$ cat src/rtl/msg_buf2_pkg.sv
package msg_buf2_pkg;

    typedef enum logic [1:0] {
        W_IDLE,
        W_HOLD,
        W_WRITE,
        W_FLIP
    } wr_state_e;

    typedef enum logic [2:0] {
        R_IDLE,
        R_SEL,
        R_GUARD,
        R_READ,
        R_DONE
    } rd_state_e;

endpackage

$ cat src/rtl/msg_buf2_wr_fsm.sv
module msg_buf2_wr_fsm
    import msg_buf2_pkg::*;
#(
    parameter int WR_CYC = 3
) (
    input  logic clk,
    input  logic rst_n,
    input  logic wr_req,
    input  logic r_ptr,
    input  logic guard,
    output logic w_ptr,
    output logic slot_we,
    output logic wr_active,
    output logic wr_done,
    output logic wr_stall
);
    localparam int CW = (WR_CYC > 1) ? $clog2(WR_CYC) : 1;
    localparam logic [CW-1:0] LAST = CW'(WR_CYC - 1);

    wr_state_e state_q, state_d;
    logic [CW-1:0] cnt_q;
    logic w_q;
    logic path_clear;

    // The writer may only enter a slot the reader has moved away from,
    // and never while a read is under way.
    assign path_clear = (w_q != r_ptr) && !guard;

    always_comb begin
        state_d = state_q;
        unique case (state_q)
            W_IDLE:  if (wr_req) state_d = path_clear ? W_WRITE : W_HOLD;
            W_HOLD:  if (path_clear) state_d = W_WRITE;
            W_WRITE: if (cnt_q == LAST) state_d = W_FLIP;
            W_FLIP:  state_d = W_IDLE;
            default: state_d = W_IDLE;
        endcase
    end

    always_ff @(posedge clk) begin
        if (!rst_n) begin
            state_q <= W_IDLE;
            cnt_q   <= '0;
            w_q     <= 1'b1;
        end else begin
            state_q <= state_d;
            if (state_q == W_WRITE && state_d == W_WRITE)
                cnt_q <= cnt_q + 1'b1;
            else
                cnt_q <= '0;
            if (state_q == W_FLIP)
                w_q <= ~w_q;
        end
    end

    always_comb begin
        slot_we   = 1'b0;
        wr_active = 1'b0;
        wr_done   = 1'b0;
        wr_stall  = 1'b0;
        unique case (state_q)
            W_IDLE:  wr_stall = wr_req && !path_clear;
            W_HOLD:  wr_stall = 1'b1;
            W_WRITE: begin
                wr_active = 1'b1;
                slot_we   = (cnt_q == LAST);
            end
            W_FLIP:  wr_done = 1'b1;
            default: ;
        endcase
    end

    assign w_ptr = w_q;

endmodule

$ cat src/rtl/msg_buf2_rd_fsm.sv
module msg_buf2_rd_fsm
    import msg_buf2_pkg::*;
#(
    parameter int RD_CYC = 4
) (
    input  logic clk,
    input  logic rst_n,
    input  logic rd_req,
    input  logic w_ptr,
    output logic r_ptr,
    output logic guard,
    output logic capture,
    output logic rd_valid
);
    localparam int CW = (RD_CYC > 1) ? $clog2(RD_CYC) : 1;
    localparam logic [CW-1:0] LAST = CW'(RD_CYC - 1);

    rd_state_e state_q, state_d;
    logic [CW-1:0] cnt_q;
    logic r_q;
    logic g_q;

    // The reader never consults the writer's progress when deciding
    // whether to proceed: its path through the states is fixed.
    always_comb begin
        state_d = state_q;
        unique case (state_q)
            R_IDLE:  if (rd_req) state_d = R_SEL;
            R_SEL:   state_d = R_GUARD;
            R_GUARD: state_d = R_READ;
            R_READ:  if (cnt_q == LAST) state_d = R_DONE;
            R_DONE:  state_d = R_IDLE;
            default: state_d = R_IDLE;
        endcase
    end

    always_ff @(posedge clk) begin
        if (!rst_n) begin
            state_q <= R_IDLE;
            cnt_q   <= '0;
            r_q     <= 1'b0;
            g_q     <= 1'b0;
        end else begin
            state_q <= state_d;
            if (state_q == R_READ && state_d == R_READ)
                cnt_q <= cnt_q + 1'b1;
            else
                cnt_q <= '0;
            // Select the slot holding the newest completed item: the
            // one behind the writer's pointer.
            if (state_q == R_SEL)
                r_q <= ~w_ptr;
            if (state_q == R_GUARD)
                g_q <= 1'b1;
            else if (state_q == R_DONE)
                g_q <= 1'b0;
        end
    end

    always_comb begin
        capture  = 1'b0;
        rd_valid = 1'b0;
        unique case (state_q)
            R_IDLE, R_SEL, R_GUARD: ;
            R_READ:  capture  = (cnt_q == LAST);
            R_DONE:  rd_valid = 1'b1;
            default: ;
        endcase
    end

    assign r_ptr = r_q;
    assign guard = g_q;

endmodule

$ cat src/rtl/msg_buf2_slots.sv
module msg_buf2_slots #(
    parameter int DATA_W = 16,
    parameter int NSLOT  = 2
) (
    input  logic              clk,
    input  logic              rst_n,
    input  logic              we,
    input  logic              widx,
    input  logic [DATA_W-1:0] wdata,
    input  logic              capture,
    input  logic              ridx,
    output logic [DATA_W-1:0] rdata
);
    logic [DATA_W-1:0] slot_q [NSLOT];
    logic [DATA_W-1:0] rd_q;

    for (genvar s = 0; s < NSLOT; s++) begin : g_slot
        always_ff @(posedge clk) begin
            if (!rst_n)
                slot_q[s] <= '0;
            else if (we && (widx == 1'(s)))
                slot_q[s] <= wdata;
        end
    end

    always_ff @(posedge clk) begin
        if (!rst_n)
            rd_q <= '0;
        else if (capture)
            rd_q <= slot_q[ridx];
    end

    assign rdata = rd_q;

endmodule

$ cat src/rtl/msg_buf2.sv
module msg_buf2 #(
    parameter int DATA_W = 16,
    parameter int WR_CYC = 3,
    parameter int RD_CYC = 4
) (
    input  logic              clk,
    input  logic              rst_n,
    input  logic              wr_req,
    input  logic [DATA_W-1:0] wr_data,
    output logic              wr_done,
    output logic              wr_stall,
    input  logic              rd_req,
    output logic              rd_valid,
    output logic [DATA_W-1:0] rd_data
);
    localparam int NSLOT = 2;

    logic w_ptr;
    logic r_ptr;
    logic guard;
    logic slot_we;
    logic wr_active;
    logic capture;

    msg_buf2_wr_fsm #(.WR_CYC(WR_CYC)) u_wr (
        .clk       (clk),
        .rst_n     (rst_n),
        .wr_req    (wr_req),
        .r_ptr     (r_ptr),
        .guard     (guard),
        .w_ptr     (w_ptr),
        .slot_we   (slot_we),
        .wr_active (wr_active),
        .wr_done   (wr_done),
        .wr_stall  (wr_stall)
    );

    msg_buf2_rd_fsm #(.RD_CYC(RD_CYC)) u_rd (
        .clk      (clk),
        .rst_n    (rst_n),
        .rd_req   (rd_req),
        .w_ptr    (w_ptr),
        .r_ptr    (r_ptr),
        .guard    (guard),
        .capture  (capture),
        .rd_valid (rd_valid)
    );

    msg_buf2_slots #(.DATA_W(DATA_W), .NSLOT(NSLOT)) u_slots (
        .clk     (clk),
        .rst_n   (rst_n),
        .we      (slot_we),
        .widx    (w_ptr),
        .wdata   (wr_data),
        .capture (capture),
        .ridx    (r_ptr),
        .rdata   (rd_data)
    );

endmodule

$ cat config.mk
export PLATFORM = sky130hd
export DESIGN_NAME = msg_buf2
export DESIGN_NICKNAME = d
export VERILOG_FILES = /design/src/rtl/msg_buf2_pkg.sv /design/src/rtl/msg_buf2_wr_fsm.sv /design/src/rtl/msg_buf2_rd_fsm.sv /design/src/rtl/msg_buf2_slots.sv /design/src/rtl/msg_buf2.sv
export SDC_FILE = /design/constraint.sdc
export NUM_CORES = 1
export LEC_CHECK = 0
export ABC_AREA = 1
export BUFFER_PORTS_ARGS = -buffer_cell sky130_fd_sc_hd__buf_4
export CORE_UTILIZATION = 62
export CTS_BUF_LIST = sky130_fd_sc_hd__clkbuf_8
export DETAILED_ROUTE_END_ITERATION = 6
export HOLD_SLACK_MARGIN = 0.03
export PLACE_DENSITY = 0.86
export SKIP_LAST_GASP = 1
export SLEW_MARGIN = 10
export SYNTH_ARGS = -nofsm -noshare
export SYNTH_HDL_FRONTEND = slang
export SYNTH_SLANG_ARGS = --single-unit
export TNS_END_PERCENT = 1
$ cat constraint.sdc
create_clock -name clk -period 6.21 [get_ports clk]
set_input_delay 1.242 -clock clk [delete_from_list [all_inputs] [get_ports clk]]
set_output_delay 1.242 -clock clk [all_outputs]
set_load 0.01 [all_outputs]
==> results.md <==
* Wire per inst at 13.5 µm
* Clock Sinks at 60
* Largest area contributor in the netlist: edfxtp_1
* Bufs on Longest Clock Path at 2
* Hold Path End: u_wr.cnt_q[0]
* Final hold violation count at 0
* Clk_skew at 8.13 ps
* Setup violations, final at 0
* Peak supply drop at between 0.2 and 0.3 mV
* Starting DRT DRC Count at about 140
* Reg clk slew, reported paths at ~70 ps
* Critical path fanouts, max at 18
* Die ar. at 0.00426 mm²
* Ys async rst share at 0
* Launch point of the worst reg-to-reg path: u_rd.cnt_q[0]
* Post-synthesis sequential area ratio at 0.613
* Vias in the first global route at 1687
* Drt pass-1 iters at 4
* Area grow syn2layout at 21.1%
* Arr. time, crit path at between 1500 and 2000 ps
* HPWL Detailed at ~2.8 mm
* Worst Hold Class: reg2reg
* Post-CTS setup buffers at 0
* Top_reg_cell synth: edfxtp_1
* Post-synthesis register bit count at 60
* Reg2reg end: u_slots.rdata[7]
* Status: completed
* Via count of the routed design at 1790
* Critical Path Max Stage Delay at 760 ps
* Max Slew Vio Count at 0
* Die X at 65.3 µm
* Clk root buf: clkbuf_8
* Die Height at approximately 65 µm
* CP Class: reg2out
* Post-Syn Nets at 265
* Yosys warns at 0
* RSZ-0062 raised after global routing: no
* Maxcap violations at 0
* Pwr dens at 307 mW/mm²
* CTS tree: built
* Startpoint Class: register
* Final wirelength at between 4 and 5 mm
* GPL Wtd Cong at slightly above 0.8
* Global-route wire length before repair at 7.62 mm
* Setup TNS Final at 0 ps
* Ratio of cells with drive above 1 in the final layout at 0.263
* Crit-path cells: inv_4 > nand2_1 > nand3_2 > nand3_1 > o21ai_0 > buf_4
* Worst hold stages at 1
* R2R Setup Slk at approximately 4200 ps
* Pin count of the biggest net entering global routing at 33
* Routed Antenna Nets at 0
* Initial antenna violation count at 0
* Crit-path slowest cell: dfxtp_1
* Hold-fix buffers at CTS at 0
* Tmin final at 3140 ps
* Critical path endpoint category: primary output
* GR Overflow Total at 0
* IO Count at 39
* Port Buffer Count at 38
* CTS HTree Levels at 3
* WP data required at 4970 ps
* Peak Freq at 0.318 GHz
* Worst Reg2Reg Path Length in Cells at 5
* Top area cells in the synthesized netlist: edfxtp_1 39%, dfxtp_1 23%, o211a_1 6.5%
* Avg Cell Area, Syn at 10.2 µm²
* Post-synthesis cell count at roughly 240
* Initial Util at 0.663
* Leak Pwr at ~1.4 nW
* Drt via density at between 5 and 6
* Post_cts resized at 0
* GRT Total Usage at 0.246
* Slew HR at 0.232
* Yosys cell types at 22
* EDFF count, synth at 32
* Post-Syn Area at around 0.0025 mm²
* DRC at 0
* # rows at 22
* Period Utilization, post-route at 0.506
* Count leader, synth: nand2_1
* Worst slew pin tran at 1150 ps
* # diodes at 0
* Most frequent cells after synthesis: 40 x nand2_1, 36 x nor2_1, 32 x edfxtp_1
* Nets at between 300 and 400
* Cts bufs inserted at 9
* Hold Slack at 421 ps
* Hold Crit Start: u_wr.cnt_q[0]
* Core area at 0.00374 mm²
* Synth top area share at 0.387
* Clk_lat worst skew at 320 ps
worst max-delay path by stage:
| stage | start | end | cells after the start |
|---|---|---|---|
| final | u_rd.r_ptr | wr_stall | 6 |
| after global placement | wr_req | wr_stall | 4 |
| after floorplan | wr_req | wr_stall | 2 |
| after detailed placement | wr_req | wr_stall | 4 |
| after global routing | u_rd.r_ptr | wr_stall | 6 |
| after CTS | u_rd.r_ptr | wr_stall | 6 |
cell families after synthesis:
kind of cell / after synthesis / share of synthesized area
AO/OA/AOI/OAI: 29 / 0.0932
flip-flops: 60 / 0.613
adder cells (fa/ha/maj): 2 / 0.0101
buffers and inverters: 39 / 0.0726
AND/OR/NAND/NOR: 113 / 0.211
per-layer routing:
| layer | vias up | global-route usage | share of wire | routed length, µm |
|---|---|---|---|---|
| met5 | - | 0 | 0 | 0 |
| met4 | 0 | 0.141 | 0.025 | 114 |
| met3 | 10 | 0.0486 | 0.056 | 252 |
| met2 | 56 | 0.392 | 0.49 | 2230 |
| met1 | 837 | 0.313 | 0.43 | 1940 |
| li1 | 887 | - | - | - |
per-stage QoR:
stage | utilization | total power [W] | cells | setup WS [ps] | instance area (µm²)
floorplan | - | 0.000499 | 243 | 3490 | 2480
global placement | 0.741 | 0.000519 | 321 | 3270 | 2780
detailed placement | 0.741 | 0.000523 | 321 | 3250 | 2780
CTS | 0.803 | 0.000927 | 337 | 3070 | 3010
global route | 0.803 | 0.000954 | 337 | 2980 | 3010
finish | 0.803 | 0.000923 | 337 | 3070 | 3010
sequential cells by signal, indices dropped and copies added, names as in the netlist:
register	flops
u_wr.w_ptr	1
u_slots.slot_q	32
u_wr.cnt_q	2
u_rd.cnt_q	2
u_rd.r_ptr	1
u_wr.state_q	2
u_rd.state_q	3
u_slots.rdata	16
u_rd.guard	1
where the power goes:
part	leakage (nW)	internal (W)	switching, W
clock	0.126	0.000262	0.000144
combinational	0.734	0.0000261	0.0000409
sequential	0.557	0.000433	0.0000161
critical path, delay by kind of cell (launching register included):
| family | cells | cell delay (ps) |
|---|---|---|
| and+or+nand+nor | 3 | 360 |
| AOI/OAI and AO/OA | 1 | 90 |
| DFF | 1 | 760 |
| buffers and inverters | 2 | 350 |
cell usage in the layout (no fill, tap or decap), types with 2 or more instances in the layout:
master / n
nand3_4: 2
inv_2: 3
o21ai_0: 3
nor2_2: 11
dfxtp_1: 28
o21ai_1: 2
bufinv_16: 3
nor3_1: 2
nand2_1: 40
inv_1: 26
edfxtp_1: 32
a21oi_1: 6
o211a_1: 16
clkinv_2: 3
nand3_2: 3
clkbuf_8: 9
ha_1: 2
nor2_1: 36
nand3_1: 19
buf_4: 40
layout make-up:
class                   count  area [µm²]
flip-flops and latches     60        1520
multi-input cells         144         781
fillers                   242         737
repair buffers             40         300
clock buffers               9         124
inverters                  29         113
clock inverters             7         108
well taps                  48        60.1
(Power assumes the default switching activity.)
